$ cat src/rtl/srm_pkg.sv
package srm_pkg;
    typedef enum logic [1:0] {
        K_NONE = 2'd0,
        K_INH  = 2'd1,
        K_MEM  = 2'd2,
        K_CREG = 2'd3
    } kind_e;

    typedef enum logic {
        ST_IDLE = 1'b0,
        ST_MEM  = 1'b1
    } state_e;
endpackage

$ cat src/rtl/srm_decode.sv
module srm_decode
    import srm_pkg::*;
#(
    parameter int ADDR_W = 5,
    parameter int KIND_W = 3,
    localparam int EA_W = ADDR_W + KIND_W
) (
    input  logic [EA_W-1:0]   ea,
    output kind_e             kind,
    output logic [ADDR_W-1:0] addr
);
    logic [KIND_W-1:0] code;

    assign code = ea[EA_W-1:ADDR_W];
    assign addr = ea[ADDR_W-1:0];

    always_comb begin
        case (code)
            KIND_W'(1): kind = K_INH;
            KIND_W'(2): kind = K_MEM;
            KIND_W'(3): kind = K_CREG;
            default:    kind = K_NONE;
        endcase
    end
endmodule

$ cat src/rtl/srm_format.sv
module srm_format #(
    parameter int DATA_W  = 32,
    parameter int ADDR_W  = 5,
    parameter int INH_W   = 3,
    parameter int BFPC_W  = 18,
    parameter int LDA_W   = 24,
    parameter logic [ADDR_W-1:0] CR_BFPC = 5'h1D,
    parameter logic [ADDR_W-1:0] CR_LDA  = 5'h1F
) (
    input  logic [INH_W-1:0]  psw_inh,
    input  logic [ADDR_W-1:0] addr,
    input  logic [BFPC_W-1:0] bfpc,
    input  logic [LDA_W-1:0]  lda,
    output logic [DATA_W-1:0] inh_word,
    output logic [DATA_W-1:0] cr_word,
    output logic              cr_rsv
);
    localparam int INH_PAD  = DATA_W - INH_W;
    localparam int BFPC_PAD = DATA_W - BFPC_W;
    localparam int LDA_PAD  = DATA_W - LDA_W;

    assign inh_word = {{INH_PAD{1'b0}}, psw_inh};

    always_comb begin
        cr_word = '0;
        cr_rsv  = 1'b0;
        if (addr == CR_BFPC) begin
            cr_word = {{BFPC_PAD{1'b0}}, bfpc};
        end else if (addr == CR_LDA) begin
            cr_word = {{LDA_PAD{1'b0}}, lda};
        end else begin
            cr_rsv = 1'b1;
        end
    end
endmodule

$ cat src/rtl/status_read_mux.sv
module status_read_mux
    import srm_pkg::*;
#(
    parameter int DATA_W = 32,
    parameter int ADDR_W = 5,
    parameter int KIND_W = 3,
    parameter int RF_W   = 4,
    parameter int INH_W  = 3,
    parameter int BFPC_W = 18,
    parameter int LDA_W  = 24,
    localparam int EA_W = ADDR_W + KIND_W
) (
    input  logic              clk,
    input  logic              rst_n,
    input  logic              req,
    input  logic [RF_W-1:0]   r_field,
    input  logic [EA_W-1:0]   ea,
    input  logic [INH_W-1:0]  psw_inh,
    output logic              mem_rd,
    output logic [ADDR_W-1:0] mem_addr,
    input  logic              mem_ready,
    input  logic [DATA_W-1:0] mem_rdata,
    input  logic [BFPC_W-1:0] bfpc,
    input  logic [LDA_W-1:0]  lda,
    output logic              busy,
    output logic              wr_en,
    output logic [RF_W-1:0]   wr_addr,
    output logic [DATA_W-1:0] wr_data,
    output logic              rsv_flag
);
    typedef struct packed {
        state_e            state;
        logic              wr_en;
        logic [RF_W-1:0]   wr_addr;
        logic [DATA_W-1:0] wr_data;
        logic              rsv;
        logic [ADDR_W-1:0] mem_addr;
    } regs_t;

    regs_t             st_d, st_q;
    kind_e             kind;
    logic [ADDR_W-1:0] addr;
    logic [DATA_W-1:0] inh_word, cr_word;
    logic              cr_rsv;
    logic              r_nz;

    srm_decode #(.ADDR_W(ADDR_W), .KIND_W(KIND_W)) u_decode (
        .ea   (ea),
        .kind (kind),
        .addr (addr)
    );

    srm_format #(
        .DATA_W(DATA_W), .ADDR_W(ADDR_W), .INH_W(INH_W),
        .BFPC_W(BFPC_W), .LDA_W(LDA_W)
    ) u_format (
        .psw_inh  (psw_inh),
        .addr     (addr),
        .bfpc     (bfpc),
        .lda      (lda),
        .inh_word (inh_word),
        .cr_word  (cr_word),
        .cr_rsv   (cr_rsv)
    );

    assign r_nz = |r_field;

    always_comb begin
        st_d       = st_q;
        st_d.wr_en = 1'b0;
        st_d.rsv   = 1'b0;
        case (st_q.state)
            ST_IDLE: begin
                if (req) begin
                    st_d.wr_addr = r_field;
                    case (kind)
                        K_INH: begin
                            st_d.wr_en   = r_nz;
                            st_d.wr_data = inh_word;
                        end
                        K_MEM: begin
                            if (r_nz) begin
                                st_d.state    = ST_MEM;
                                st_d.mem_addr = addr;
                            end
                        end
                        K_CREG: begin
                            st_d.wr_en   = r_nz;
                            st_d.wr_data = cr_word;
                            st_d.rsv     = cr_rsv;
                        end
                        default: begin
                            st_d.rsv = 1'b1;
                        end
                    endcase
                end
            end
            ST_MEM: begin
                if (mem_ready) begin
                    st_d.wr_en   = 1'b1;
                    st_d.wr_data = mem_rdata;
                    st_d.state   = ST_IDLE;
                end
            end
            default: st_d.state = ST_IDLE;
        endcase
    end

    always_ff @(posedge clk or negedge rst_n) begin
        if (!rst_n) begin
            st_q <= '{state: ST_IDLE, default: '0};
        end else begin
            st_q <= st_d;
        end
    end

    assign busy     = (st_q.state == ST_MEM);
    assign mem_rd   = (st_q.state == ST_MEM);
    assign mem_addr = st_q.mem_addr;
    assign wr_en    = st_q.wr_en;
    assign wr_addr  = st_q.wr_addr;
    assign wr_data  = st_q.wr_data;
    assign rsv_flag = st_q.rsv;
endmodule

$ cat config.mk
export PLATFORM = sky130hd
export DESIGN_NAME = status_read_mux
export DESIGN_NICKNAME = d
export VERILOG_FILES = /design/src/rtl/srm_pkg.sv /design/src/rtl/srm_decode.sv /design/src/rtl/srm_format.sv /design/src/rtl/status_read_mux.sv
export SDC_FILE = /design/constraint.sdc
export NUM_CORES = 1
export LEC_CHECK = 0
export BUFFER_PORTS_ARGS = -buffer_cell sky130_fd_sc_hd__buf_2
export CAP_MARGIN = 15
export CORE_MARGIN = 2
export CORE_UTILIZATION = 35
export CTS_CLUSTER_DIAMETER = 150
export CTS_CLUSTER_SIZE = 40
export DETAILED_ROUTE_END_ITERATION = 8
export GPL_TIMING_DRIVEN = 0
export MAX_ROUTING_LAYER = met4
export PLACE_DENSITY_LB_ADDON = 0.1
export SLEW_MARGIN = 30
export SYNTH_ARGS = -nofsm -noshare
export SYNTH_HDL_FRONTEND = slang
export SYNTH_SLANG_ARGS = --single-unit
$ cat constraint.sdc
create_clock -name clk -period 4.1 [get_ports clk]
set_input_delay 0.82 -clock clk [delete_from_list [all_inputs] [get_ports clk]]
set_output_delay 0.82 -clock clk [all_outputs]
set_load 0.1 [all_outputs]
==> flow_metrics.py <==
metrics = {
    "clock_network": {
        "cts-resized-gates": 0,
        "postCtsSetupBuffers": 0,
        "htreeDepth": 2,
        "cts_hold_buf": 0,
        "clk_pin_slew_worst_paths_ns": 0.09,
        "cts_buffers": 5,
        "cts-root-buf": "clkbuf_8",
        "clock_sinks": 44,
        "cts_tree": "yes",
        "clk_latency_ns": 0.29,
        "ctsLongestPathBuffers": 2,
    },
    "global_route": {
        "grt_overflow_total": 0,
        "grt_pass1_vias": 2408,
        "grt_pass1_wl_mm": 11.8,
        "antenna_found_initial": 0,
        "track_usage": 0.202,
        "grt_max_degree": 45,
    },
    "cells_and_area": {
        "fillers": 697,
        "utilization": 0.498,
        "multi_input_area_sq_um": 1230,
        "area_growth_pct": 36.1,
        "ff_latch_area_sq_um": 1100,
        "layout-drive-gt1-share": 0.441,
        "antennaDiodeCount": 0,
        "nNetsFinal": 482,
    },
    "min_path": {
        "hold_class": "reg -> reg",
        "min_delay_path_depth": 2,
        "hp-start": "wr_data[27]",
    },
    "floorplan": {
        "die_area_sq_um": 7830,
        "die-height_um": 88.5,
        "start_util": 0.366,
        "rows": 30,
        "fp.dieW_um": 88.5,
        "core_area_sq_um": 6830,
        "io_pins": 138,
    },
    "yosys": {
        "yosys_register_bits": 44,
        "yosys.area_share.simple": 0.217,
        "synth_warnings": 0,
        "synthMuxAreaShare": 0.0481,
        "synth.yosys.seq_area_share": 0.441,
        "synth_cell_types": 36,
        "synthCells": 243,
        "syn_nets": 338,
        "synth_xor_area_frac": 0,
        "synth_top_area_share": 0.441,
        "yosysTopAreaCell": "dfrtp_1",
        "synth_compound_gate_area_share": 0.217,
        "synth_area_per_cell_sq_um": 10.3,
        "synth_top_family_by_area": "simple AND/OR/NAND/NOR gates",
        "syn_area_sq_um": 2500,
        "synth_fa_ha_area_frac": 0.0100,
        "synth.area.top_cells": "dfrtp_1, a2bb2oi_1, and3b_1",
    },
    "setup_path": {
        "crit_fanout": 3,
        "path_cells": "buf_4 > buf_2",
        "crit_type": "reg -> out",
        "critPathSlowestCell": "buf_2",
        "r2r-start": "busy",
        "cp_num_buf_inv": 2,
        "startpoint_type": "flop",
        "path_depth": 2,
        "r2r_cells": 5,
        "crit_start": "busy",
        "critPathArrivalTime_ns": 1.22,
        "critical_path.top_delay_family": "buffers and inverters",
        "endpoint_kind": "output port",
        "max_stage_delay_ns": 0.41,
        "critPathRequiredTime_ns": 3.28,
    },
    "detailed_routing": {
        "via_per_inst": 5.10,
        "via_count": 2468,
        "drtIter0Drc": 78,
        "firstDrtPassIters": 4,
        "remaining_drc_errors": 0,
        "wl_per_cell_um": 16.1,
        "ant_nets": 0,
        "wl_mm": 7.79,
    },
    "sta": {
        "hold_viol": 0,
        "final-setup-viol-count": 0,
        "clock-skew-final_ns": 0.00723,
        "rsz0062_at_grt": "false",
        "tightest_slew_ns": 0.581,
        "drv_slew": 0,
        "finalSetupTns_ns": 0,
        "layout_min_cycle_time_ns": 2.04,
        "max_slew_margin": 0.613,
        "fmax_ghz": 0.491,
        "finalCritPeriodShare": 0.496,
    },
    "flow_run": {
        "cap_violations": 0,
    },
    "power": {
        "p_per_area_nw_per_um2": 563,
        "max-vdd-ir-drop_uv": 243,
        "total_leakage_power_nw": 1.76,
    },
    "placed_design": {
        "io_buffer_count": 137,
        "place.gp.congestion": 0.803,
        "dp_hpwl_mm": 5.81,
    },
    "status": {
        "outcome": "completed",
    },
}
## area by class of cell
| type | instances | share of cell area |
|---|---|---|
| Tap cell | 96 | 0.0353 |
| Clock buffer | 7 | 0.0254 |
| Timing Repair Buffer | 137 | 0.202 |
| Inverter | 3 | 0.00331 |
| Buffer | 27 | 0.0453 |
| Clock inverter | 1 | 0.00221 |
| Multi-Input combinational cell | 169 | 0.362 |
| Sequential cell | 44 | 0.324 |
## Yosys cell counts
master	n
dfrtp_1	44
a2bb2oi_1	24
o21ai_0	22
and3_1	16
and3b_1	16
nand3_1	15
o211ai_1	15
clkbuf_1	11
nand2_1	10
buf_2	6
nand4_1	6
mux2_4	5
buf_4	4
buf_6	4
mux2_2	4
nor2_1	4
a211oi_1	3
a31oi_1	3
a32oi_1	3
inv_1	3
nand3b_1	3
nor3_1	3
and2_1	2
buf_1	2
ha_1	2
nand2b_1	2
nor2b_1	2
a311oi_1	1
and4b_1	1
and4bb_2	1
nand2_4	1
nand4bb_1	1
nor2_4	1
nor4_1	1
o22ai_1	1
o41ai_4	1
## metal layers
metal	routed length, um	GRT usage	vias up
li1	-	-	1210
met1	3530	0.262	1159
met2	3740	0.334	95
met3	470	0.0373	4
met4	49	0.0386	0
met5	0	-	-
## registers in the layout (all words and copies together), names as in the netlist
signal and cells:
wr_en 1, wr_data 32, mem_addr 5, rsv_flag 1
wr_addr 4, busy 1
## report_power, final
| group | switching [W] | leakage, nW | internal (W) |
|---|---|---|---|
| Combinational | 0.000853 | 1.18 | 0.000202 |
| Sequential | 0.0000489 | 0.529 | 0.000526 |
| Clock | 0.000146 | 0.0445 | 0.000137 |
## kinds of logic (layout without fill, tap and decap cells)
kind of cell,after synthesis,count (layout)
and+or+nand+nor,85,85
AOI/OAI and AO/OA,73,73
DFF,44,44
buffers and inverters,30,175
muxes,9,9
adders and majority gates,2,2
## layout by cell type, fill, tap and decap left out, types with 3 or more instances in the layout
master	netlist	routed
nand2_1	10	10
o21ai_0	22	22
clkbuf_8	0	6
o211ai_1	15	15
nand3b_1	3	3
a211oi_1	3	3
nand3_1	15	15
nor2_1	4	4
buf_2	6	142
inv_1	3	3
a31oi_1	3	3
buf_4	4	5
mux2_2	4	4
mux2_4	5	5
and3b_1	16	16
clkbuf_1	11	12
a2bb2oi_1	24	24
nand4_1	6	6
dfrtp_1	44	44
nor3_1	3	3
buf_6	4	4
a32oi_1	3	3
and3_1	16	16
## through the flow
stage          worst slack, ns  instances  hold WS [ns]  power, W  cell area (sq um)
3_5_place_dp              1.82        476         0.474   0.00164               3310
3_3_place_gp              1.84        476         0.466   0.00164               3300
2_1_floorplan             1.92        243         0.524   0.00144               2500
4_1_cts                   2.04        484         0.494   0.00193               3400
6_report                  2.06        484         0.488   0.00191               3400
5_1_grt                   2.00        484         0.521   0.00199               3400
## worst paths after layout
| kind | end | slack [ns] |
|---|---|---|
| hold reg to reg | wr_data[27] | 0.49 |
| max in group asynchronous | wr_data[12] | 3.17 |
| setup / recovery | mem_rd | 2.06 |
| setup reg to reg | wr_data[10] | 2.54 |
| min in group asynchronous | wr_addr[3] | 0.51 |
| hold / removal | wr_data[27] | 0.49 |
## worst min-delay path: stages, from the launching register on
cell and delay (ns):
dfrtp_1 0.35, nand3_1 0.06, nand2_1 0.05
(Power assumes the default switching activity.)
